File: src/rtl/rxq_pkg.sv
package rxq_pkg;

  // What a push does in a given cycle
  typedef enum logic [1:0] {
    ACT_IDLE      = 2'd0,
    ACT_APPEND    = 2'd1,
    ACT_OVERWRITE = 2'd2,
    ACT_DROP      = 2'd3
  } push_act_e;

endpackage

File: src/rtl/rxq_ctrl.sv
module rxq_ctrl
  import rxq_pkg::*;
#(
  parameter int DEPTH = 3,
  localparam int LVL_W = $clog2(DEPTH + 1),
  localparam int IDX_W = (DEPTH > 1) ? $clog2(DEPTH) : 1
) (
  input  logic             clk,
  input  logic             rst_n,
  input  logic             lock_mode,
  input  logic             push,
  input  logic             pop,
  input  logic             ovr_clr,
  output logic [LVL_W-1:0] level,
  output logic             wr_en,
  output logic [IDX_W-1:0] wr_idx,
  output logic             shift,
  output logic             ovr
);

  push_act_e        act;
  logic             is_full;
  logic             is_empty;
  logic             pop_eff;
  logic             ovr_evt;
  logic [LVL_W-1:0] level_nxt;
  logic [LVL_W-1:0] append_pos;

  always_comb begin
    is_full  = (level == LVL_W'(DEPTH));
    is_empty = (level == '0);

    // A release on an empty queue is ignored
    pop_eff = pop && !is_empty;

    if (!push) begin
      act = ACT_IDLE;
    end else if (!is_full || pop_eff) begin
      act = ACT_APPEND;
    end else if (lock_mode) begin
      act = ACT_DROP;
    end else begin
      act = ACT_OVERWRITE;
    end

    // Slot positions are those after the shift has taken place
    append_pos = pop_eff ? (level - LVL_W'(1)) : level;
    shift      = pop_eff;
    wr_en      = (act == ACT_APPEND) || (act == ACT_OVERWRITE);
    wr_idx     = (act == ACT_OVERWRITE) ? IDX_W'(DEPTH - 1) : IDX_W'(append_pos);
    ovr_evt    = (act == ACT_OVERWRITE) || (act == ACT_DROP);
    level_nxt  = level + LVL_W'(act == ACT_APPEND) - LVL_W'(pop_eff);
  end

  always_ff @(posedge clk or negedge rst_n) begin
    if (!rst_n) begin
      level <= '0;
    end else begin
      level <= level_nxt;
    end
  end

  // Sticky overrun: set wins over clear
  always_ff @(posedge clk or negedge rst_n) begin
    if (!rst_n) begin
      ovr <= 1'b0;
    end else if (ovr_evt) begin
      ovr <= 1'b1;
    end else if (ovr_clr) begin
      ovr <= 1'b0;
    end
  end

endmodule

File: src/rtl/rxq_slots.sv
module rxq_slots #(
  parameter int DEPTH = 3,
  parameter int W     = 93,
  localparam int IDX_W = (DEPTH > 1) ? $clog2(DEPTH) : 1
) (
  input  logic             clk,
  input  logic             rst_n,
  input  logic             shift,
  input  logic             wr_en,
  input  logic [IDX_W-1:0] wr_idx,
  input  logic [W-1:0]     wdata,
  output logic [W-1:0]     head
);

  // Slot 0 is the oldest entry; a release shifts every slot down by one
  logic [W-1:0] slot_v [DEPTH];

  for (genvar i = 0; i < DEPTH; i++) begin : g_slot
    logic         hit;
    logic [W-1:0] q;

    assign hit       = wr_en && (wr_idx == IDX_W'(i));
    assign slot_v[i] = q;

    if (i == DEPTH - 1) begin : g_tail
      always_ff @(posedge clk or negedge rst_n) begin
        if (!rst_n) begin
          q <= '0;
        end else if (hit) begin
          q <= wdata;
        end
      end
    end else begin : g_body
      always_ff @(posedge clk or negedge rst_n) begin
        if (!rst_n) begin
          q <= '0;
        end else if (hit) begin
          q <= wdata;
        end else if (shift) begin
          q <= slot_v[i+1];
        end
      end
    end
  end

  assign head = slot_v[0];

endmodule

File: src/rtl/rxq_fifo3.sv
module rxq_fifo3 #(
  parameter int DEPTH  = 3,
  parameter int ID_W   = 29,
  parameter int DATA_W = 64,
  localparam int LVL_W = $clog2(DEPTH + 1),
  localparam int IDX_W = (DEPTH > 1) ? $clog2(DEPTH) : 1,
  localparam int MSG_W = ID_W + DATA_W
) (
  input  logic              clk,
  input  logic              rst_n,
  input  logic              lock_mode,
  input  logic              in_valid,
  output logic              in_ready,
  input  logic [ID_W-1:0]   in_id,
  input  logic [DATA_W-1:0] in_data,
  output logic              out_valid,
  input  logic              out_ready,
  output logic [ID_W-1:0]   out_id,
  output logic [DATA_W-1:0] out_data,
  output logic [LVL_W-1:0]  fill_level,
  output logic              full,
  output logic              overrun,
  input  logic              overrun_clr
);

  logic             wr_en;
  logic [IDX_W-1:0] wr_idx;
  logic             shift;
  logic [MSG_W-1:0] head;

  rxq_ctrl #(.DEPTH(DEPTH)) u_ctrl (
    .clk      (clk),
    .rst_n    (rst_n),
    .lock_mode(lock_mode),
    .push     (in_valid),
    .pop      (out_ready),
    .ovr_clr  (overrun_clr),
    .level    (fill_level),
    .wr_en    (wr_en),
    .wr_idx   (wr_idx),
    .shift    (shift),
    .ovr      (overrun)
  );

  rxq_slots #(.DEPTH(DEPTH), .W(MSG_W)) u_slots (
    .clk   (clk),
    .rst_n (rst_n),
    .shift (shift),
    .wr_en (wr_en),
    .wr_idx(wr_idx),
    .wdata ({in_id, in_data}),
    .head  (head)
  );

  assign in_ready  = 1'b1;
  assign out_valid = (fill_level != '0);
  assign full      = (fill_level == LVL_W'(DEPTH));
  assign out_id    = head[MSG_W-1:DATA_W];
  assign out_data  = head[DATA_W-1:0];

endmodule

File: config.mk
export PLATFORM = sky130hd
export DESIGN_NAME = rxq_fifo3
export DESIGN_NICKNAME = d
export VERILOG_FILES = /design/src/rtl/rxq_pkg.sv /design/src/rtl/rxq_ctrl.sv /design/src/rtl/rxq_slots.sv /design/src/rtl/rxq_fifo3.sv
export SDC_FILE = /design/constraint.sdc
export NUM_CORES = 1
export LEC_CHECK = 0
export BUFFER_PORTS_ARGS = -buffer_cell sky130_fd_sc_hd__buf_2
export CAP_MARGIN = 40
export CORE_AREA = 2 2 158 160
export DETAILED_ROUTE_END_ITERATION = 10
export DIE_AREA = 0 0 160 162
export PLACE_DENSITY = 0.84
export SYNTH_ARGS = -nofsm -noshare
export SYNTH_HDL_FRONTEND = slang
export SYNTH_SLANG_ARGS = --single-unit
File: constraint.sdc
create_clock -name clk -period 4.2 [get_ports clk]
set_clock_uncertainty 0.1 [all_clocks]
set_input_delay 0.84 -clock clk [delete_from_list [all_inputs] [get_ports clk]]
set_output_delay 0.84 -clock clk [all_outputs]
set_load 0.005 [all_outputs]
# Yosys cells after proc, flatten, opt, wreduce, memory -nomap -nowiden
# Cells that the tools add are included.
# W data, S select, Z words.
# totals
in_bits	99
word_cells	40
output_inout_bits	99
regBits	282
# op_classes
n_reduce_logical	15
addsub	3
eq_ne	6
n_mux	11
# op_table
operator	n
$mux W93	4
$eq A2 B2 Y1 const B	4
$mux W2	4
$reduce_bool A2 Y1	4
$eq A2 B1 Y1 const B	2
$logic_and A1 B1 Y1	4
$logic_not A2 Y1	2
$logic_or A1 B1 Y1	3
$mux W1	3
$add A2 B1 Y2	1
$logic_not A1 Y1	2
$sub A2 B1 Y2	1
$sub A2 B1 Y2 const B	1

# Longest topological paths before layout
# logic_depth
word_depth	11
depth_mapped	14
mapped_depth_nobuf	9

# By module
# A second synthesis with hierarchy kept.
# unflattened
cells_unflattened	827
hier_area_um2	13076.3
# modules_own_cells
module	cells_each	n_inst	area_each_um2
rxq_slots	798	1	12817.3
rxq_ctrl	25	1	234.0
rxq_fifo3	4	1	25.0

# Worst setup path after synthesis
# OpenSTA, ideal clock, no wires.
# synth_timing
path_kind	input-to-reg
startpoint	in out_ready
endpoint	reg u_slots.g_slot[1].q[0]
setup_time_ns	0.125
path_buffers	5
arrival_ns	3.264
cell_stages	12
setup_slack_ns	0.711
path_cell_list	nand2b_1 buf_2 buf_2 buf_2 nand2_1 o21ai_0 ha_1 or3_1 a2111o_1 buf_4 buf_6 mux2_4
# synth_via
elab_chain_cells	9
word_cells_on_any_way	13
# synth_lines
element	line_no	text
start: declaration	rxq_fifo3.sv:17	input logic out_ready,
$logic_and A1 B1 Y1 (*)	rxq_ctrl.sv:34	pop_eff = pop && !is_empty;
$logic_or A1 B1 Y1	rxq_ctrl.sv:38	end else if (!is_full || pop_eff) begin
$mux W2	rxq_ctrl.sv:38	
$mux W2	rxq_ctrl.sv:36	if (!push) begin
$eq A2 B2 Y1	rxq_ctrl.sv:49, rxq_ctrl.sv:50	
$mux W2	rxq_ctrl.sv:50	wr_idx = (act == ACT_OVERWRITE) ? IDX_W'(DEPTH - 1) : IDX_W'(append_pos);
$eq A2 B1 Y1	rxq_slots.sv:22	assign hit = wr_en && (wr_idx == IDX_W'(i));
$logic_and A1 B1 Y1	rxq_slots.sv:22	
$mux W93 / $reduce_bool A2 Y1 (equally long branches)	--	
end signal: assignment	rxq_slots.sv:38	q <= wdata;
end signal: assignment	rxq_slots.sv:40	q <= slot_v[i+1];
end: declaration	rxq_slots.sv:20	logic [W-1:0] q;
# Mark *: on every way between the ends. The rest lies on a longest branch, timed or not.
# A chain may end at the register's enable or synchronous reset.

# Worst setup path in the final report
# layout_timing
startpoint	reg u_ctrl.level[1]
endpoint	reg u_slots.g_slot[1].q[35]
# layout_via
elab_chain_cells	11
word_cells_on_any_way	18
# layout_lines
element	line_no	text
start: declaration	rxq_ctrl.sv:14	output logic [LVL_W-1:0] level,
start signal: assignment	rxq_ctrl.sv:59	level <= level_nxt;
$logic_not A2 Y1	rxq_ctrl.sv:31	is_empty = (level == '0);
$logic_not A1 Y1	rxq_ctrl.sv:34	
$logic_and A1 B1 Y1	rxq_ctrl.sv:34	
$logic_or A1 B1 Y1	rxq_ctrl.sv:38	
$mux W2	rxq_ctrl.sv:38	
$mux W2	rxq_ctrl.sv:36	
$eq A2 B2 Y1	rxq_ctrl.sv:49, rxq_ctrl.sv:50	
$mux W2	rxq_ctrl.sv:50	
$eq A2 B1 Y1	rxq_slots.sv:22	
$logic_and A1 B1 Y1	rxq_slots.sv:22	
$mux W93 / $reduce_bool A2 Y1 (equally long branches)	--	
# Several ways; a longest one is shown, not always the timed one.

==> results.md <==
- Status: finished, final reports clean
- CTS tree: built
- Min Clock Period, post-route: 3472 ps
- Layout area overhead: 18.47%
- Sink Count: 282
- Post_cts resized: 0
- Routed Antenna Nets: 0
- Grt ovf: 0
- Num CTS Buffers: 29
- Clock Path Buffers: 3
- Synth area leaders: dfrtp_1 54%, mux2_2 34%, mux2_4 8.0%
- Clock Latency Late Sink: 530 ps
- Slowest cell delay on critical path: 700 ps
- Yosys warning count: 0
- Post-DR wirelength/cell: 18.34 um
- Die area: 0.02592 mm2
- Clock-pin slew on the worst setup and hold paths: 60 ps
- Via count: 7327
- RSZ-0062 raised after global routing: no
- # H-tree levels: 1
- Total setup buffers inserted after CTS: 0
- P per Cell Area: 873.3 mW/mm2
- Post-synth net total: 934
- Crit path kind: reg2reg
- Root Driver: clkbuf_16
- CP Max Fanout: 40
- Synthesized area: 0.01307 mm2
- Cells after synthesis: 829
- R2r setup slk: 730 ps
- Critical path launch point type: flop
- Critical-path cell list: inv_1 > ha_1 > nand2b_4 > and3_1 > ha_1 > or3_1 > a2111o_2 > buf_12 > mux2_4
- Peak supply drop: 0.0006393 V
- # DRC: 0
- Number of global-route vias before repair: 7987
- Initial Util: 0.5423
- Worst Max-Slew Pin Slew: 722.7 ps
- Final std cells w/o fill: 1372
- Synth cell count leaders: 395 x mux2_2, 282 x dfrtp_1, 70 x mux2_4
- Largest net degree at the start of global routing: 105
- Core area: 0.02411 mm2
- Total wire length: 25160 um
- Top FF cell, synth: dfrtp_1
- Boundary Pins: 198
- Worst hold path class: in2async
- Worst Path Arrival: 3790 ps
- Netlist cell types: 23
- Number of vias per cell: 5.340
- Post-synth top area share: 0.5399
- First-pass GRT wire length: 41440 um
- # rows: 57
- Hold Vio Cnt, Final: 0
- LEAKAGE: 7.142 nW
- F_max: 0.2880 GHz
- Synth area leader: dfrtp_1
- Share of layout cells above drive strength 1: 0.7046
- Final Power: 13.52 mW
- Drt pass-1 iters: 4
- I/O Buffers: 196
- Die Width: 160 um
- CP most frequent cell: ha_1
- # fillers: 1799
- Most numerous cell in the Yosys netlist: mux2_2
- Final setup violation count: 0
- Yosys reg bits: 282
- Max Cap Viol: 0
- Syn avg cell area: 15.77 um2
- Post-DP HPWL: 16040 um
- Period Utilization, post-route: 0.8266
- All-layer global routing usage: 0.1962
- Max-slew violation count: 0
- Cts hold-fix bufs: 0
- Routability cong.: 0.7653
- NumNets Final: 1129
- DP Cell Count: 1317
- Initial DRC count: 302
- Slew margin rel.: 0.5182
- Worst setup EP type: flop
- Seq/Total Area, Yosys: 0.5399
- Die Height: 162 um
- Total negative slack: 0 ps
- EDFF count, synth: 0
- Slowest stage cell, crit path: a2111o_2
- Initial antenna violation count: 2
- Post-synth ARST share: 1.000
- Critical path required time: 4520 ps
==> worst max-delay path: cells and delay by family (launching register included) <==
family / cells / cell delay, ps
fa+ha+maj: 2 / 500
flops: 1 / 490
mux: 1 / 330
compound gates: 1 / 700
simple gates: 3 / 810
buf+inv: 2 / 410
==> logic make-up (layout without fill, tap and decap cells) <==
| family | Yosys count | after routing | synth area share |
|---|---|---|---|
| compound gates | 7 | 7 | 0.004212 |
| xor+xnor | 2 | 2 | 0.001340 |
| fa+ha+maj | 6 | 6 | 0.005743 |
| buf+inv | 59 | 276 | 0.02450 |
| flops | 282 | 282 | 0.5399 |
| mux | 465 | 465 | 0.4207 |
| other cells | 1 | 3 | 0.0002869 |
| simple gates | 7 | 7 | 0.003351 |
==> area by class of cell <==
| class | count | area [um2] | share of cell area |
|---|---|---|---|
| antenna | 2 | 5.005 | 0.0003232 |
| clock buffer | 35 | 798.3 | 0.05155 |
| clock inverter | 18 | 254.0 | 0.01640 |
| inverter | 7 | 26.28 | 0.001697 |
| multi-input combinational | 488 | 5717 | 0.3692 |
| sequential | 282 | 7057 | 0.4557 |
| tap | 324 | 405.4 | 0.02618 |
| timing repair buffer | 216 | 1224 | 0.07902 |
==> path summary, 6_finish.rpt <==
path | from | end | depth (start not counted)
max | u_ctrl.level[1] | u_slots.g_slot[1].q[35] | 9
min | rst_n | u_slots.g_slot[2].q[6] | 1
max reg2reg | u_ctrl.level[1] | u_slots.g_slot[1].q[35] | 9
min reg2reg | u_slots.g_slot[2].q[76] | u_slots.g_slot[2].q[76] | 1
max in group asynchronous | rst_n | u_slots.head[76] | 2
min in group clk | overrun_clr | u_ctrl.ovr | 2
==> per-stage QoR <==
| step | instance area [um2] | hold slack, ps | setup WS (ps) | util |
|---|---|---|---|---|
| floorplan | 13070 | 375.0 | 710.9 | - |
| global placement | 14400 | 383.5 | 707.3 | 0.5974 |
| detailed placement | 14430 | 392.0 | 671.9 | 0.5986 |
| CTS | 15480 | 202.2 | 742.9 | 0.6422 |
| global route | 15480 | 217.9 | 613.7 | 0.6422 |
| finish | 15490 | 193.7 | 728.3 | 0.6424 |
==> cell usage in the layout (no fill, tap or decap) <==
cell type,count
nor2_1,1
nor3b_1,1
clkbuf_16,29
buf_8,1
clkbuf_8,5
or3_1,1
buf_16,1
dfrtp_1,282
clkinvlp_4,4
o21bai_1,1
clkinv_4,1
buf_4,14
buf_2,195
clkbuf_1,1
ha_1,6
o21ai_0,2
buf_12,5
a2111o_2,2
mux2_2,395
bufinv_16,6
xnor2_1,2
a211oi_4,1
conb_1,1
nand2_1,1
and3_1,1
clkinv_2,7
mux2_4,70
inv_1,7
o21a_1,1
nor4bb_1,1
diode_2,2
nand2b_4,1
==> flip-flops by register name, indices dropped and copies added (netlist names) <==
signal,cells
u_ctrl.ovr,1
u_slots.head,93
u_ctrl.level,2
u_slots.g_slot.q,186
==> power by group <==
group / leakage, nW / switching (mW) / internal (mW)
Combinational: 3.30 / 2.10 / 3.75
Clock: 0.511 / 1.06 / 1.72
Sequential: 3.33 / 0.711 / 4.19
Total: 7.14 / 3.86 / 9.66
==> per-layer routing <==
layer,global-route usage,wire [um],vias to the layer above,part of all wire
met3,0.04954,1595,41,0.063
met1,0.2641,11360,3717,0.45
met2,0.3213,11650,177,0.46
li1,-,-,3390,-
met4,0.05078,533,2,0.021
met5,0,13,-,0.00052
Power figures use the tool's default switching activity.
